[src/rtl/toycpu_pkg.sv]
package toycpu_pkg;
  typedef enum logic [2:0] {
    PH_FETCH  = 3'd0,
    PH_FWAIT  = 3'd1,
    PH_DECODE = 3'd2,
    PH_EXEC   = 3'd3,
    PH_XWAIT  = 3'd4,
    PH_HALT   = 3'd5
  } phase_t;

  typedef enum logic [1:0] {
    OP_LOAD  = 2'd0,
    OP_STORE = 2'd1,
    OP_ADD   = 2'd2,
    OP_DIV   = 2'd3
  } opcode_t;

  localparam int NUM_REGS = 4;
  localparam int REG_IDX_W = $clog2(NUM_REGS);
endpackage

[src/rtl/tc_ram.sv]
// Single-port synchronous RAM, read-before-write, one-cycle read latency.
module tc_ram #(
  parameter int DW = 16,
  parameter int AW = 8
) (
  input  logic          clk,
  input  logic          we,
  input  logic [AW-1:0] addr,
  input  logic [DW-1:0] wdata,
  output logic [DW-1:0] rdata
);
  localparam int DEPTH = 1 << AW;

  logic [DW-1:0] mem [DEPTH];

  always_ff @(posedge clk) begin
    if (we) mem[addr] <= wdata;
    rdata <= mem[addr];
  end
endmodule

[src/rtl/tc_regfile.sv]
// Register bank with one write port; all entries visible in parallel.
module tc_regfile #(
  parameter int DW    = 16,
  parameter int NREG  = 4,
  parameter int IDX_W = $clog2(NREG)
) (
  input  logic                      clk,
  input  logic                      rst,
  input  logic                      we,
  input  logic [IDX_W-1:0]          waddr,
  input  logic [DW-1:0]             wdata,
  output logic [NREG-1:0][DW-1:0]   q
);
  for (genvar g = 0; g < NREG; g++) begin : g_reg
    always_ff @(posedge clk) begin
      if (rst) begin
        q[g] <= '0;
      end else if (we && (waddr == IDX_W'(g))) begin
        q[g] <= wdata;
      end
    end
  end
endmodule

[src/rtl/tc_alu.sv]
// Adder and immediate divider. A zero divisor saturates to all ones.
module tc_alu #(
  parameter int DW   = 16,
  parameter int IMMW = 8
) (
  input  logic            is_div,
  input  logic [DW-1:0]   src_a,
  input  logic [DW-1:0]   src_b,
  input  logic [IMMW-1:0] imm,
  output logic [DW-1:0]   y
);
  localparam int PADW = DW - IMMW;

  logic [DW-1:0] divisor;
  logic [DW-1:0] quotient;

  always_comb begin
    divisor  = {{PADW{1'b0}}, imm};
    quotient = (imm == '0) ? '1 : (src_a / divisor);
    y        = is_div ? quotient : (src_a + src_b);
  end
endmodule

[src/rtl/tc_sequencer.sv]
// Phase controller: owns PC, instruction register and halt flag.
module tc_sequencer
  import toycpu_pkg::*;
#(
  parameter int          DW       = 16,
  parameter int          AW       = 8,
  parameter logic [AW-1:0] START_PC = '0
) (
  input  logic          clk,
  input  logic          rst,
  input  logic [DW-1:0] mem_rdata,
  output phase_t        phase,
  output logic [AW-1:0] pc,
  output logic [DW-1:0] ir,
  output logic          done
);
  localparam logic [DW-1:0] HALT_WORD = '1;

  opcode_t op;
  assign op = opcode_t'(ir[DW-1 -: 2]);

  always_ff @(posedge clk) begin
    if (rst) begin
      phase <= PH_FETCH;
      pc    <= START_PC;
      ir    <= '0;
      done  <= 1'b0;
    end else begin
      unique case (phase)
        PH_FETCH: begin
          pc    <= pc + AW'(1);
          phase <= PH_FWAIT;
        end
        PH_FWAIT: begin
          ir    <= mem_rdata;
          phase <= PH_DECODE;
        end
        PH_DECODE: begin
          if (ir == HALT_WORD) begin
            phase <= PH_HALT;
            done  <= 1'b1;
          end else begin
            phase <= PH_EXEC;
          end
        end
        PH_EXEC:  phase <= (op == OP_LOAD) ? PH_XWAIT : PH_FETCH;
        PH_XWAIT: phase <= PH_FETCH;
        PH_HALT:  phase <= PH_HALT;
        default:  phase <= PH_FETCH;
      endcase
    end
  end

  // fetch steps the PC by one
  p_fetch_pc_inc_r2: assert property (@(posedge clk) disable iff (rst)
    (phase == PH_FETCH) |=> (pc == $past(pc) + AW'(1)));

  // fetch-wait is always followed by decode
  p_fwait_to_decode_r2: assert property (@(posedge clk) disable iff (rst)
    (phase == PH_FWAIT) |=> (phase == PH_DECODE));

  // non-load execute returns straight to fetch
  p_exec_short_r12: assert property (@(posedge clk) disable iff (rst)
    (phase == PH_EXEC && op != OP_LOAD) |=> (phase == PH_FETCH));

  // halted state is sticky and freezes the PC
  p_halt_sticky_r8: assert property (@(posedge clk) disable iff (rst)
    done |=> (done && phase == PH_HALT && $stable(pc)));
endmodule

[src/rtl/toy_cpu.sv]
module toy_cpu
  import toycpu_pkg::*;
#(
  parameter int            DW       = 16,
  parameter int            AW       = 8,
  parameter logic [AW-1:0] START_PC = '0
) (
  input  logic          clk,
  input  logic          rst,
  input  logic          ld_en,
  input  logic [AW-1:0] ld_addr,
  input  logic [DW-1:0] ld_data,
  output logic          done,
  output logic [2:0]    dbg_phase,
  output logic [AW-1:0] dbg_pc,
  output logic [DW-1:0] dbg_r1,
  output logic [DW-1:0] dbg_r2,
  output logic [DW-1:0] dbg_r3,
  output logic [DW-1:0] dbg_r4
);
  localparam int IW = REG_IDX_W;

  phase_t                       phase;
  logic [AW-1:0]                pc;
  logic [DW-1:0]                ir;
  logic [DW-1:0]                mem_rdata;
  logic [DW-1:0]                mem_wdata;
  logic [AW-1:0]                mem_addr;
  logic                         mem_we;
  logic [NUM_REGS-1:0][DW-1:0]  regs;
  logic                         rf_we;
  logic [DW-1:0]                rf_wdata;
  logic [DW-1:0]                alu_y;

  opcode_t       op;
  logic [IW-1:0] f_rd, f_ra, f_rb;
  logic [AW-1:0] f_addr;

  assign op     = opcode_t'(ir[DW-1 -: 2]);
  assign f_rd   = ir[DW-3 -: IW];
  assign f_ra   = ir[DW-5 -: IW];
  assign f_rb   = ir[DW-7 -: IW];
  assign f_addr = ir[AW-1:0];

  tc_sequencer #(.DW(DW), .AW(AW), .START_PC(START_PC)) u_seq (
    .clk(clk), .rst(rst), .mem_rdata(mem_rdata),
    .phase(phase), .pc(pc), .ir(ir), .done(done)
  );

  // Memory port: loader owns it during reset, the core afterwards.
  always_comb begin
    if (rst) begin
      mem_addr  = ld_addr;
      mem_we    = ld_en;
      mem_wdata = ld_data;
    end else begin
      mem_addr  = (phase == PH_FETCH) ? pc : f_addr;
      mem_we    = (phase == PH_EXEC) && (op == OP_STORE);
      mem_wdata = regs[f_rd];
    end
  end

  tc_ram #(.DW(DW), .AW(AW)) u_ram (
    .clk(clk), .we(mem_we), .addr(mem_addr), .wdata(mem_wdata), .rdata(mem_rdata)
  );

  tc_alu #(.DW(DW), .IMMW(AW)) u_alu (
    .is_div(op == OP_DIV), .src_a(regs[f_ra]), .src_b(regs[f_rb]),
    .imm(f_addr), .y(alu_y)
  );

  always_comb begin
    rf_we    = (phase == PH_XWAIT) ||
               ((phase == PH_EXEC) && (op == OP_ADD || op == OP_DIV));
    rf_wdata = (phase == PH_XWAIT) ? mem_rdata : alu_y;
  end

  tc_regfile #(.DW(DW), .NREG(NUM_REGS), .IDX_W(IW)) u_rf (
    .clk(clk), .rst(rst), .we(rf_we), .waddr(f_rd), .wdata(rf_wdata), .q(regs)
  );

  assign dbg_phase = phase;
  assign dbg_pc    = pc;
  assign dbg_r1    = regs[0];
  assign dbg_r2    = regs[1];
  assign dbg_r3    = regs[2];
  assign dbg_r4    = regs[3];

  // decode writes neither the register bank nor memory
  p_decode_quiet_r3: assert property (@(posedge clk) disable iff (rst)
    (phase == PH_DECODE) |-> (!rf_we && !mem_we));

  // the load-wait capture lands in the destination register
  p_load_capture_r4: assert property (@(posedge clk) disable iff (rst)
    (phase == PH_XWAIT) |=> (regs[$past(f_rd)] == $past(mem_rdata)));

  // a non-zero divisor never yields more than the dividend
  p_div_bound_r7: assert property (@(posedge clk) disable iff (rst)
    (phase == PH_EXEC && op == OP_DIV && f_addr != '0) |-> (alu_y <= regs[f_ra]));
endmodule

[config.mk]
export PLATFORM = sky130hd
export DESIGN_NAME = toy_cpu
export DESIGN_NICKNAME = d
export VERILOG_FILES = /design/src/rtl/toycpu_pkg.sv /design/src/rtl/tc_ram.sv /design/src/rtl/tc_regfile.sv /design/src/rtl/tc_alu.sv /design/src/rtl/tc_sequencer.sv /design/src/rtl/toy_cpu.sv
export SDC_FILE = /design/constraint.sdc
export NUM_CORES = 2
export LEC_CHECK = 0
export BUFFER_PORTS_ARGS = -buffer_cell sky130_fd_sc_hd__buf_4
export CORE_MARGIN = 10
export CORE_UTILIZATION = 42
export CTS_BUF_LIST = sky130_fd_sc_hd__clkbuf_8
export DETAILED_ROUTE_END_ITERATION = 16
export PLACE_DENSITY = 0.58
export SLEW_MARGIN = 10
export SYNTH_ARGS = -nofsm -noshare
export SYNTH_HDL_FRONTEND = slang
export SYNTH_HIERARCHICAL = 1
export SYNTH_SLANG_ARGS = --single-unit
[constraint.sdc]
create_clock -name clk -period 59.3 [get_ports clk]
set_input_delay 0 -clock clk [delete_from_list [all_inputs] [get_ports clk]]
set_output_delay 0 -clock clk [all_outputs]
set_load 0.02 [all_outputs]
After elaboration in Yosys (flattened, before gate mapping)
Memories as Yosys holds them, arrays and structs flattened. A register that Yosys moved wholly into a read port is not among the register bits. Index checks and enable logic that the tools add are counted.

Bitwise logic cells: 0. Reduce and logical (&&, ||, !) cells: 13. Muxes and demuxes: 18. Order comparisons: 3. Equal/unequal tests: 12. $add $sub $neg: 2. Div/mod/pow operators: 1. Shifts and indexed selects: 0. $mul: 0.

Operators by type and width (number): two-way mux 16 bit (7); binary-select mux 16 bit (select 2 bit) (3); adder 16 bit (1); divider 16 x 8 -> 16 bit (1); == test 16 bit (second input constant) (1); two-way mux 8 bit (2); one-hot mux 3 bit (5 select lines) (1); < comparator 2 x 3 -> 1 bit (second input constant) (3); adder 8 x 1 -> 8 bit (second input constant) (1); == test 2 bit (second input constant) (4); logical NOT 8 bit (1); == test 3 x 2 -> 1 bit (second input constant) (2); == test 3 bit (second input constant) (2); logical AND 1 bit (6); two-way mux 3 bit (2); == test 2 x 1 -> 1 bit (second input constant) (2); logical NOT 2 bit (2); == test 3 x 1 -> 1 bit (second input constant) (1); logical NOT 3 bit (1); two-way mux 1 bit (3); logical OR 1 bit (2); AND reduction 2 bit (1).

Memories kept: 1. Input bits: 27. Register bits after elaboration: 92. Memory bits (writable): 4096. ROM bits: 0. Bits in latches: 0. Word-level logic and storage cells: 58.

Memories: u_ram.mem (depth 256, bits a word 16, rd ports 1, clocked after memory_dff 1, wr ports 1, RTL line tc_ram.sv:14) `logic [DW-1:0] mem [DEPTH];`.

Longest topological paths before layout
Word-level depth: 6. Depth in mapped cells: 159. Mapped depth without buffers: 150.

Hierarchy
Netlist, hierarchy kept.

By module, submodules not included: tc_ram (cells each 6727, area an instance 155399.0 sq um, instances 1); tc_alu (cells each 895, area an instance 6357.3 sq um, instances 1); tc_regfile (cells each 229, area an instance 2549.9 sq um, instances 1); toy_cpu (cells each 193, area an instance 1851.8 sq um, instances 1); tc_sequencer (cells each 139, area an instance 1148.6 sq um, instances 1).

Worst setup path after synthesis
OpenSTA, ideal clock, no wires.

Path kind: register -> register. Start: register u_seq.ir[10]. End: register u_rf/q[0] (netlist name). Arrival: 29.403 ns. Stages on the path, launching flop included: 150. Setup time: 0.124 ns. Setup slack: 29.773 ns. Path through: dfxtp_1 > buf_4 > mux4_2 > ha_1 > a41oi_1 > a31o_2 > inv_1 > ha_1 > o21ai_0 > a2111oi_4 > nand3_1 > o21ai_0 > ha_1 > a21oi_1 > a2bb2oi_1 > a41o_1 > a22oi_1 > ha_1 > (+114 left out) > a21oi_1 > nand4_1 > nand3b_4 > mux2_1 > ha_1 > nor2b_1 > o21ai_0 > nand2b_1 > a21oi_1 > nor2b_1 > o21ai_0 > nand2b_1 > a211oi_1 > nand4_1 > o22a_1 > mux2_2 > nand2b_1 > mux2i_1.

Longest elaborated chain between the ends: 6. Elaborated cells between the ends (all ways): 7. Those cells by class: add/sub (1); div (1); mux (5).

Ends and longest elaborated chain: from (decl) (RTL line tc_sequencer.sv:14) `output logic [DW-1:0] ir,`; from (signal assigned) (RTL line tc_sequencer.sv:35) `ir <= mem_rdata;`; binary-select mux 16 bit (select 2 bit) (*) (RTL line toy_cpu.sv:68) `.is_div(op == OP_DIV), .src_a(regs[f_ra]), .src_b(regs[f_rb]),`; two-way mux 16 bit (not written as such) (*) (RTL line toy_cpu.sv:68); divider 16 x 8 -> 16 bit (RTL line tc_alu.sv:19) `quotient = (imm == '0) ? '1 : (src_a / divisor);`; two-way mux 16 bit (RTL line tc_alu.sv:19); two-way mux 16 bit (*) (RTL line tc_alu.sv:20) `y = is_div ? quotient : (src_a + src_b);`; named net alu_y[0] (RTL line toy_cpu.sv:33) `logic [DW-1:0] alu_y;`; two-way mux 16 bit (*) (RTL line toy_cpu.sv:75) `rf_wdata = (phase == PH_XWAIT) ? mem_rdata : alu_y;`; named net rf_wdata[0] (RTL line toy_cpu.sv:32) `logic [DW-1:0] rf_wdata;`; to (signal, indexed assignment) (RTL line tc_regfile.sv:19) `q[g] <= wdata;`; to (decl) (RTL line tc_regfile.sv:12) `output logic [NREG-1:0][DW-1:0] q`.

The timed path passes the listed nets; every way through them passes the cells marked *. The select of a mux whose other input is x is not followed. A chain may end at the register's enable or synchronous reset.

Final worst setup path
Start: register u_seq.ir[0]. End: register u_rf/q[32] (netlist name).

Longest elaborated chain between the ends: 4. Elaborated cells between the ends (all ways): 5. Those cells by class: div (1); mux (3); reduce/logical (1).

Ends and longest elaborated chain (RTL line): divider 16 x 8 -> 16 bit or logical NOT 8 bit (tied branches) (tc_alu.sv:19); two-way mux 16 bit (*) (tc_alu.sv:19); two-way mux 16 bit (*) (tc_alu.sv:20); named net alu_y[0] (toy_cpu.sv:33); two-way mux 16 bit (*) (toy_cpu.sv:75); named net rf_wdata[0] (toy_cpu.sv:32).

The timed path passes the listed nets; every way through them passes the cells marked *.

==> metrics.yaml <==
sta:
  maxSlewViolCount: 0
  fin_crit_sh: 0.580
  hold_viol: 0
  slew_headroom: 0.0880
  period_minus_slack_ns: 34.39
  skew_ns: 0.0702
  setup_viol: 0
  worstMarginPinSlew_ns: 1.35
  grt_setup_unrepaired: "no"
  max_freq_ghz: 0.0291
  setup-tns-final_ns: 0
placement:
  place_congestion: 0.821
  placed_area_mm2: 0.177
  io_buffer_count: 102
  placed_cells: 13500
  dpl.hpwl_um: 266000
detailed_routing:
  antenna_left: 0
  drtPass1Iterations: 6
  drc_errors: 0
  wirelength_um: 456000
  drt-vias-per-instance: 5.95
  wire_per_inst_um: 31.0
  vias: 87500
  first_iter_violations: 10400
yosys:
  synth_top_cells_by_area: "edfxtp_1, mux4_2, a22oi_1"
  synth_flop_cell: "edfxtp_1"
  synth_top_cell_by_area: "edfxtp_1"
  synth_area_per_cell_um2: 20.4
  yosysMostFrequentCell: "edfxtp_1"
  synth.distinct_cells: 98
  syn_nets: 8329
  ys_top_cells_by_count: "edfxtp_1, mux4_2, a22oi_1"
  syn_inst: 8183
  syn_area_mm2: 0.167
  synth_edf_count: 4096
  ys_ff_latch: 4204
  synth_top_area_frac: 0.735
  yosys_warnings: 6
  ys_async_sr_fraction: 0
  ys_seq_area_frac: 0.748
global_routing:
  grt_max_degree: 191
  antenna_found_initial: 29
  grt_pass1_vias: 88700
  grt_usage: 0.209
  grt_pass1_wl_um: 652000
  grt_remaining_overflow: 0
layout:
  stdcell_area_mm2: 0.189
  fin_cells: 14700
  fin_nets: 9070
  fillers: 32600
  area_delta_synth_final_pct: 13.1
  layout-drive-gt1-share: 0.276
die:
  die_area_mm2: 0.424
  num_rows: 231
  ios: 103
  start_util: 0.422
  coreArea_mm2: 0.396
  die_y_um: 651
  die_w_um: 651
worst_setup_path:
  crit_buf_inv: 3
  cp_top_family: "compound AO/OA/AOI/OAI gates"
  startpoint: "u_seq/ir[0]"
  startpoint_type: "flip-flop"
  reg2reg_from: "u_seq/ir[0]"
  path_max_fanout: 15
  path_class: "reg -> reg"
  arrival_ns: 35.42
  crit_slowest_cell: "or4b_1"
  slowest_delay_ns: 0.83
  worstPathRequired_ns: 60.33
  cp-end-kind: "flip-flop"
  cp_common_cell: "o21a_1"
worst_hold_path:
  hp-start: "rst"
  hp-class: "in -> reg"
clock_network:
  cts_buffers: 678
  cts_buffer_depth: 4
  numClockSinks: 4204
  cts_setup_buffers: 0
  worstSkewPairLatency_ns: 1.21
  htree_levels: 6
  root_buffer: "clkbuf_8"
  clkTransAtPathRegs_ns: 0.07
  cts_tree: "yes"
flow_run:
  maxCapViolCount: 0
run_status:
  status: "complete, no violations"
-- cell usage in the layout, fill, tap and decap left out, drive strengths merged, types with 47 or more instances in the layout --
master / instances
nor2b: 47
clkinv: 239
a21oi: 359
buf: 526
nand2b: 107
nand2: 140
a22oi: 516
ha: 118
mux2i: 94
o21a: 56
edfxtp: 4096
clkbuf: 689
mux4: 1056
dfxtp: 108
nor3: 76
inv: 332
o41ai: 66
o21ai: 57
nor2: 326
-- state kept, by name (all words and copies together) (netlist names) --
register / cells
u_ram/mem: 4096
u_ram/rdata: 16
u_rf/q: 64
u_seq/pc: 8
u_seq/phase: 3
u_seq/done: 1
u_seq/ir: 16
-- cells by family (layout without fill, tap and decap cells) --
logic type / after synthesis / count (layout) / share of synthesized area
AND/OR/NAND/NOR: 847 / 847 / 0.0247
AO/OA/AOI/OAI: 1216 / 1216 / 0.0497
multiplexers: 1194 / 1194 / 0.151
XOR/XNOR: 51 / 51 / 0.00267
adder cells (fa/ha/maj): 119 / 119 / 0.00894
flip-flops: 4204 / 4204 / 0.748
other: 0 / 10 / 0
buffers and inverters: 552 / 1834 / 0.0150
-- timing repair --
item,CTS,global route
resized for setup,0,0
endpoints found under the hold margin,2090,0
hold buffers,27,0
-- per-layer routing --
layer / track usage / vias up / share of wire
met3: 0.0414 / 723 / 0.084
met2: 0.327 / 3945 / 0.47
met5: 0 / - / 0.00021
met1: 0.296 / 46800 / 0.41
met4: 0.0696 / 14 / 0.034
li1: - / 36100 / -
-- tightest hold or removal path: cells and delay by family --
kind	cells	cell delay (ns)
buf+inv	3	1.15
simple gates	1	0.15
-- worst paths after layout --
path / end / slack (ns) / cells past startpoint
setup / recovery: u_rf/q[32] / 24.91 / 143
hold / removal: u_seq/pc[2] / 0.15 / 4
setup reg to reg: u_rf/q[32] / 24.91 / 143
hold reg to reg: u_seq/ir[15] / 0.45 / 2
-- area by class of cell --
class / count / area, µm² / area share
diodes: 10 / 25.0 / 0.000132
clock inverters: 532 / 2820 / 0.0149
inverters: 60 / 225 / 0.00119
well taps: 5242 / 6560 / 0.0347
multi-input cells: 3427 / 40500 / 0.214
flip-flops and latches: 4204 / 125000 / 0.661
clock buffers: 689 / 9480 / 0.0501
repair buffers: 553 / 4490 / 0.0237
-- stage by stage --
stage          setup slack (ns)  utilization  hold slack (ns)
6_report                  24.91        0.478            0.155
5_1_grt                   21.85        0.477            0.146
4_1_cts                   25.06        0.477           0.0355
3_5_place_dp              25.23        0.446            0.457
3_3_place_gp              25.81        0.446            0.444
2_1_floorplan             29.77            -            0.205
Power is not shown: default switching activity piles up to over one toggle a cycle in this logic, so the estimate is an artifact.
